File: config.mk
export PLATFORM = sky130hd
export DESIGN_NAME = pair_irq_ctrl
export DESIGN_NICKNAME = d
export VERILOG_FILES = /design/src/rtl/pair_irq_pkg.sv /design/src/rtl/pair_slot.sv /design/src/rtl/line_merge.sv /design/src/rtl/pair_irq_ctrl.sv
export SDC_FILE = /design/constraint.sdc
export NUM_CORES = 1
export LEC_CHECK = 0
export ABC_CLOCK_PERIOD_IN_PS = 1000
export BUFFER_PORTS_ARGS = -buffer_cell sky130_fd_sc_hd__buf_2
export CORE_ASPECT_RATIO = 0.6
export CORE_MARGIN = 3
export CORE_UTILIZATION = 45
export DETAILED_ROUTE_END_ITERATION = 6
export PLACE_DENSITY = 0.71
export SETUP_SLACK_MARGIN = 0.4
export SLEW_MARGIN = 20
export SYNTH_ARGS = -nofsm -noshare
export SYNTH_HDL_FRONTEND = slang
export SYNTH_SLANG_ARGS = --single-unit
File: constraint.sdc
create_clock -name clk -period 1 [get_ports clk]
set_input_delay 0.05 -clock clk [delete_from_list [all_inputs] [get_ports clk]]
set_output_delay 0.05 -clock clk [all_outputs]
set_load 0.01 [all_outputs]
File: src/rtl/pair_irq_pkg.sv
package pair_irq_pkg;

  // Status byte bit positions (mask uses the same positions)
  localparam int unsigned BIT_TX_A  = 0;
  localparam int unsigned BIT_RX_A  = 1;
  localparam int unsigned BIT_BRK_A = 2;
  localparam int unsigned BIT_TX_B  = 4;
  localparam int unsigned BIT_RX_B  = 5;
  localparam int unsigned BIT_BRK_B = 6;

  typedef logic [7:0] stat_byte_t;

  // Assemble the status byte of a pair from its channel flags
  function automatic stat_byte_t build_status(input logic [1:0] txr,
                                              input logic [1:0] rxr,
                                              input logic [1:0] brk);
    stat_byte_t s;
    s            = '0;
    s[BIT_TX_A]  = txr[0];
    s[BIT_RX_A]  = rxr[0];
    s[BIT_BRK_A] = brk[0];
    s[BIT_TX_B]  = txr[1];
    s[BIT_RX_B]  = rxr[1];
    s[BIT_BRK_B] = brk[1];
    return s;
  endfunction

  // A pair requests service when any enabled condition is present
  function automatic logic masked_any(input stat_byte_t s, input stat_byte_t m);
    return |(s & m);
  endfunction

endpackage

File: src/rtl/pair_slot.sv
module pair_slot
  import pair_irq_pkg::*;
(
  input  logic       clk,
  input  logic       rst_n,
  input  logic [1:0] txr,
  input  logic [1:0] rxr,
  input  logic [1:0] evt,
  input  logic       clr,
  input  logic       mask_we,
  input  logic [7:0] wdata,
  output logic [7:0] status,
  output logic       req,
  output logic [1:0] brk,
  output logic [7:0] mask
);

  logic [1:0] brk_q;
  logic [7:0] mask_q;

  // Sticky break latches: an event in the same cycle as a clear wins
  always_ff @(posedge clk) begin
    if (!rst_n) begin
      brk_q <= '0;
    end else begin
      for (int i = 0; i < 2; i++) begin
        brk_q[i] <= evt[i] | (brk_q[i] & ~clr);
      end
    end
  end

  always_ff @(posedge clk) begin
    if (!rst_n)       mask_q <= '0;
    else if (mask_we) mask_q <= wdata;
  end

  always_comb begin
    status = build_status(txr, rxr, brk_q);
    req    = masked_any(status, mask_q);
  end

  assign brk  = brk_q;
  assign mask = mask_q;

endmodule

File: src/rtl/line_merge.sv
module line_merge #(
  parameter int unsigned NUM_PAIRS      = 4,
  parameter int unsigned PAIRS_PER_LINE = 2,
  localparam int unsigned NUM_LINES     = (NUM_PAIRS + PAIRS_PER_LINE - 1) / PAIRS_PER_LINE
) (
  input  logic                 clk,
  input  logic                 rst_n,
  input  logic [NUM_PAIRS-1:0] pair_req,
  output logic [NUM_LINES-1:0] irq_q
);

  logic [NUM_LINES-1:0] line_d;

  always_comb begin
    line_d = '0;
    for (int p = 0; p < int'(NUM_PAIRS); p++) begin
      line_d[p / PAIRS_PER_LINE] = line_d[p / PAIRS_PER_LINE] | pair_req[p];
    end
  end

  always_ff @(posedge clk) begin
    if (!rst_n) irq_q <= '0;
    else        irq_q <= line_d;
  end

endmodule

File: src/rtl/pair_irq_ctrl.sv
module pair_irq_ctrl
  import pair_irq_pkg::*;
#(
  parameter int unsigned NUM_PAIRS      = 4,
  parameter int unsigned PAIRS_PER_LINE = 2,
  localparam int unsigned NUM_CH        = 2 * NUM_PAIRS,
  localparam int unsigned SEL_W         = (NUM_PAIRS > 1) ? $clog2(NUM_PAIRS) : 1,
  localparam int unsigned NUM_LINES     = (NUM_PAIRS + PAIRS_PER_LINE - 1) / PAIRS_PER_LINE
) (
  input  logic                 clk,
  input  logic                 rst_n,
  input  logic [NUM_CH-1:0]    tx_ready,
  input  logic [NUM_CH-1:0]    rx_ready,
  input  logic [NUM_CH-1:0]    brk_evt,
  input  logic [NUM_PAIRS-1:0] brk_clr,
  input  logic [SEL_W-1:0]     acc_sel,
  input  logic                 stat_rd,
  input  logic                 mask_wr,
  input  logic [7:0]           wr_data,
  output logic [7:0]           rd_data,
  output logic [NUM_LINES-1:0] irq_line
);

  // Named internal events, visible to the bound checker
  logic [NUM_PAIRS-1:0]   pair_req;
  logic [NUM_CH-1:0]      brk_latch;
  logic [8*NUM_PAIRS-1:0] mask_flat;
  logic [8*NUM_PAIRS-1:0] stat_flat;
  logic [NUM_PAIRS-1:0]   mask_we_vec;
  logic [7:0]             rd_next;

  for (genvar p = 0; p < NUM_PAIRS; p++) begin : g_pair
    assign mask_we_vec[p] = mask_wr && (acc_sel == SEL_W'(p));

    pair_slot u_slot (
      .clk     (clk),
      .rst_n   (rst_n),
      .txr     (tx_ready[2*p +: 2]),
      .rxr     (rx_ready[2*p +: 2]),
      .evt     (brk_evt[2*p +: 2]),
      .clr     (brk_clr[p]),
      .mask_we (mask_we_vec[p]),
      .wdata   (wr_data),
      .status  (stat_flat[8*p +: 8]),
      .req     (pair_req[p]),
      .brk     (brk_latch[2*p +: 2]),
      .mask    (mask_flat[8*p +: 8])
    );
  end

  // Read mux: merged status of the addressed pair
  always_comb begin
    rd_next = '0;
    for (int p = 0; p < int'(NUM_PAIRS); p++) begin
      if (acc_sel == SEL_W'(p)) rd_next = stat_flat[8*p +: 8];
    end
  end

  always_ff @(posedge clk) begin
    if (!rst_n)       rd_data <= '0;
    else if (stat_rd) rd_data <= rd_next;
  end

  line_merge #(
    .NUM_PAIRS      (NUM_PAIRS),
    .PAIRS_PER_LINE (PAIRS_PER_LINE)
  ) u_merge (
    .clk      (clk),
    .rst_n    (rst_n),
    .pair_req (pair_req),
    .irq_q    (irq_line)
  );

endmodule

# [After elaboration in Yosys (flattened, before gate mapping)]
# Index checks and enable logic that the tools add are counted.
[word_totals] register_bits=50
[classes] reduce_logical=9 bitwise_logic=26 n_mux=4 n_eq_ne=3
[ops] cell="$and 7x8->8" count=4
[ops] cell="$reduce_or 8->1" count=4
[ops] cell="$mux 8" count=3
[ops] cell="$or 1x1->1" count=10
[ops] cell="$and 1x1->1" count=8
[ops] cell="$mux 7" count=1
[ops] cell="$eq 2x2->1 const B" count=2
[ops] cell="$logic_and 1x1->1" count=4
[ops] cell="$not 1->1" count=4
[ops] cell="$eq 2x1->1 const B" count=1
[ops] cell="$logic_not 2->1" count=1

# [Logic depth before layout (Yosys ltp)]
[logic_depth] depth_word=5 depth_mapped=4 depth_no_buf=3

# [Hierarchy]
# A second synthesis with hierarchy kept.
[unflattened] hier_cells=231 area_unflattened_um2=2429.8
[modules_own_cells] mod="pair_slot" area_per_inst_um2=460.4 n_inst=4 cells_per_inst=44 seq_area_each_um2=200.2
[modules_own_cells] mod="pair_irq_ctrl" area_per_inst_um2=533.0 n_inst=1 cells_per_inst=51 seq_area_each_um2=160.2
[modules_own_cells] mod="line_merge" area_per_inst_um2=55.1 n_inst=1 cells_per_inst=4 seq_area_each_um2=40.0

# [Least setup slack after synthesis]
# Ideal clock, no wire load.
[synth_path] kind="reg2reg" startpoint="register g_pair[3].u_slot.brk_q[0]" endpoint="register rd_data[2]" period_less_slack_ns=1.042 n_path_buf=0 arrival_ns=0.914 setup_time_ns=0.128 stages_incl_launch_ff=4 setup_slack_ns=-0.042 cell_sequence="dfxtp_1 -> mux4_2 -> mux2i_1 -> nor2_1"
[synth_via] elab_chain_len=1
[synth_lines] element="from (decl)" line_no="pair_slot.sv:18" rtl="logic [1:0] brk_q;"
[synth_lines] element="from (signal, indexed assignment)" line_no="pair_slot.sv:27" rtl="brk_q[i] <= evt[i] | (brk_q[i] & ~clr);"
[synth_lines] element="$mux 8" line_no="pair_irq_ctrl.sv:55" rtl="if (acc_sel == SEL_W'(p)) rd_next = stat_flat[8*p +: 8];"
[synth_lines] element="to (signal assigned)" line_no="pair_irq_ctrl.sv:61" rtl="else if (stat_rd) rd_data <= rd_next;"
[synth_lines] element="to (decl)" line_no="pair_irq_ctrl.sv:20" rtl="output logic [7:0] rd_data,"
# Every way passes these cells.
# A chain may end at the register's enable or synchronous reset.

# [Final worst setup path]
# Same ends and word-level chain as after synthesis.

==> flow_summary.ini <==
[status]
status = finished with violations
failed_checks = hold timing, setup timing

[grt]
antenna_found_initial = 0
grt_pass1_wl_um = 7189
grt_max_degree = 41
grt_pass1_vias = 1498
track_usage_pct = 21.60
grt_overflow_total = 0

[worst_hold_path]
hold_path_class = in -> reg

[finish]
diodes = 0
area_delta_synth_final_pct = 47.97
layout_commonest_cell = buf_2
stdcell_area_um2 = 2466
drive_above_1_share_pct = 57.46
utilization_pct = 72.46
final_cell_count_no_fill = 273
n_fill_cell = 238
nets = 269
most-common-layout-cells = buf_2 (40), nor2_1 (38), mux2i_1 (30), dfxtp_2 (29), buf_6 (21)

[timing]
fin_crit_sh_pct = 111.3
setup_viol = 4
hold_violations = 3
setup_ws_ps = -113.2
maxSlewViolCount = 0
fmax_mhz = 898.3
rsz0062_at_grt = yes
period_minus_slack_ps = 1113
finalClockSkew_ps = 6.089
whs_ps = -30.14

[job]
maxCapViolCount = 0

[worst_setup_path]
crit_end = rd_data[2]
timing.rr.start = g_pair[3].u_slot.brk[0]
critPathArrivalTime_ps = 1290
crit_fanout = 3
worstRegToRegCells = 3
r2r_slack_ps = -110
setup.worst_path.class = reg -> reg
critPathRequiredTime_ps = 1180
r2r_end = rd_data[2]
startpoint_type = register
cp-startpoint = g_pair[3].u_slot.brk[0]
cp-end-kind = register

[synthesis]
avgSynthCellArea_um2 = 10.75
synthXorXnorAreaFrac_pct = 0
synth_top_family_by_area = multiplexers
synth_area_um2 = 1667
yosysSeqAreaShare_pct = 48.05
synth_compound_area_share_pct = 9.459
synthCells = 155
ys_types = 16
synthAdderAreaFrac_pct = 0
synthMuxAreaShare_pct = 26.13
yosys_warnings = 0
synthSimpleGateAreaFrac_pct = 11.64
ys_seq_elements = 40

[clocking]
cts_root_buf = clkbuf_8
cts_tree = done
clk_latency_ps = 290
cts.clk_slew.worst_paths_ps = 70
cts_htree_levels = 2
cts.sinks = 40
cts_buffers = 5
cts.path.max_buffers = 2

[detailed_routing]
post_drt_wl_per_cell_um = 17.56
routed_wl_um = 4793
first_pass_iters = 4
drc_errors = 0
drtIter0Drc = 111
num_vias = 1467
viasPerCell = 5.374
ant_nets = 0

[die]
dieArea_um2 = 4494
die_h_um = 53.14
die_x_um = 84.57
num_io_pins = 52
start_util_pct = 48.97
row_count = 16
coreArea_um2 = 3403

[place]
portBuffers = 47
place_inst = 251
placed_area_um2 = 2071
post-place-ws_ps = -173.5
gp_congestion = 0.8681
dp_hpwl_um = 3422

[power_and_ir_drop]
p_leak_nw = 1.187
power_density_nw_per_um2 = 1398
peakVddDrop_mv = 0.7836
## logic make-up after synthesis
kind of cell	Yosys count
flip-flops	40
AO/OA/AOI/OAI	22
AND/OR/NAND/NOR	42
multiplexers	36
buffers and inverters	14
other	1
## power breakdown
group / internal (W) / switching, W / leakage, nW
registers: 0.00168 / 0.0000584 / 0.339
clock network: 0.000562 / 0.000522 / 0.0455
logic: 0.000347 / 0.000273 / 0.803
total: 0.00259 / 0.000854 / 1.19
## metal layers
metal  vias to the layer above  GRT usage, %  wire (µm)
li1                        691             -          -
met1                       705         26.33       2029
met2                        57         35.71       2299
met3                        14         6.532        332
met4                         0         9.737        131
met5                         -             0          0
## worst min path at each step
stage               slack (ps)                 endpoint  startpoint  depth (start not counted)
floorplan                  170  g_pair[0].u_slot.brk[0]  brk_evt[0]                          2
global placement           250  g_pair[3].u_slot.brk[0]  brk_evt[6]                          3
detailed placement         270  g_pair[3].u_slot.brk[0]  brk_evt[6]                          3
CTS                        -20  g_pair[2].u_slot.brk[1]  brk_evt[5]                          3
global route               -20  g_pair[3].u_slot.brk[0]  brk_evt[6]                          3
finish                     -30  g_pair[3].u_slot.brk[0]  brk_evt[6]                          3
## cell usage after synthesis
cell | count | area [µm²]
a21oi_1 | 8 | 40.04
a221oi_1 | 6 | 52.55
a22o_1 | 6 | 52.55
a31oi_1 | 2 | 12.51
buf_4 | 2 | 15.01
buf_6 | 2 | 22.52
clkbuf_1 | 5 | 18.77
conb_1 | 1 | 3.750
dfxtp_1 | 40 | 800.8
inv_1 | 5 | 18.77
mux2i_1 | 30 | 300.3
mux4_2 | 6 | 135.1
nand3_2 | 1 | 10.01
nand3b_2 | 2 | 22.52
nor2_1 | 38 | 142.6
nor3b_4 | 1 | 18.77
## critical path, cell delays in order, from the launching register on
cell and delay [ps]:
dfxtp_2 340, mux4_2 460, mux2i_1 150, nor2_1 50
## flip-flops by register name (all words and copies together), names as in the netlist
signal / count
u_merge.irq_q: 2
rd_data: 6
g_pair.u_slot.brk: 8
g_pair.u_slot.mask: 24
## metrics by stage
step	total power, W	setup TNS, ps
CTS	0.003392	-217.1
detailed placement	0.002238	-2594
global placement	0.002218	-1777
floorplan	0.002022	-82.56
global route	0.003589	-412.9
finish	0.003447	-251.8
## final cells by class
class	count	area, µm²	area share (%)
timing repair buffer	73	564.3	22.88
tap	45	56.30	2.283
multi-input combinational	102	899.6	36.48
clock buffer	8	90.09	3.653
sequential	40	837.1	33.94
inverter	5	18.77	0.7610
## repair_timing
item,4_1_cts,5_1_grt
gates resized for setup,53,13
setup buffers,3,11
endpoints found under the setup margin,46,48
endpoints found under the hold margin,6,2
pin swaps,17,25
Note: power is estimated with default switching activity, not from simulation.
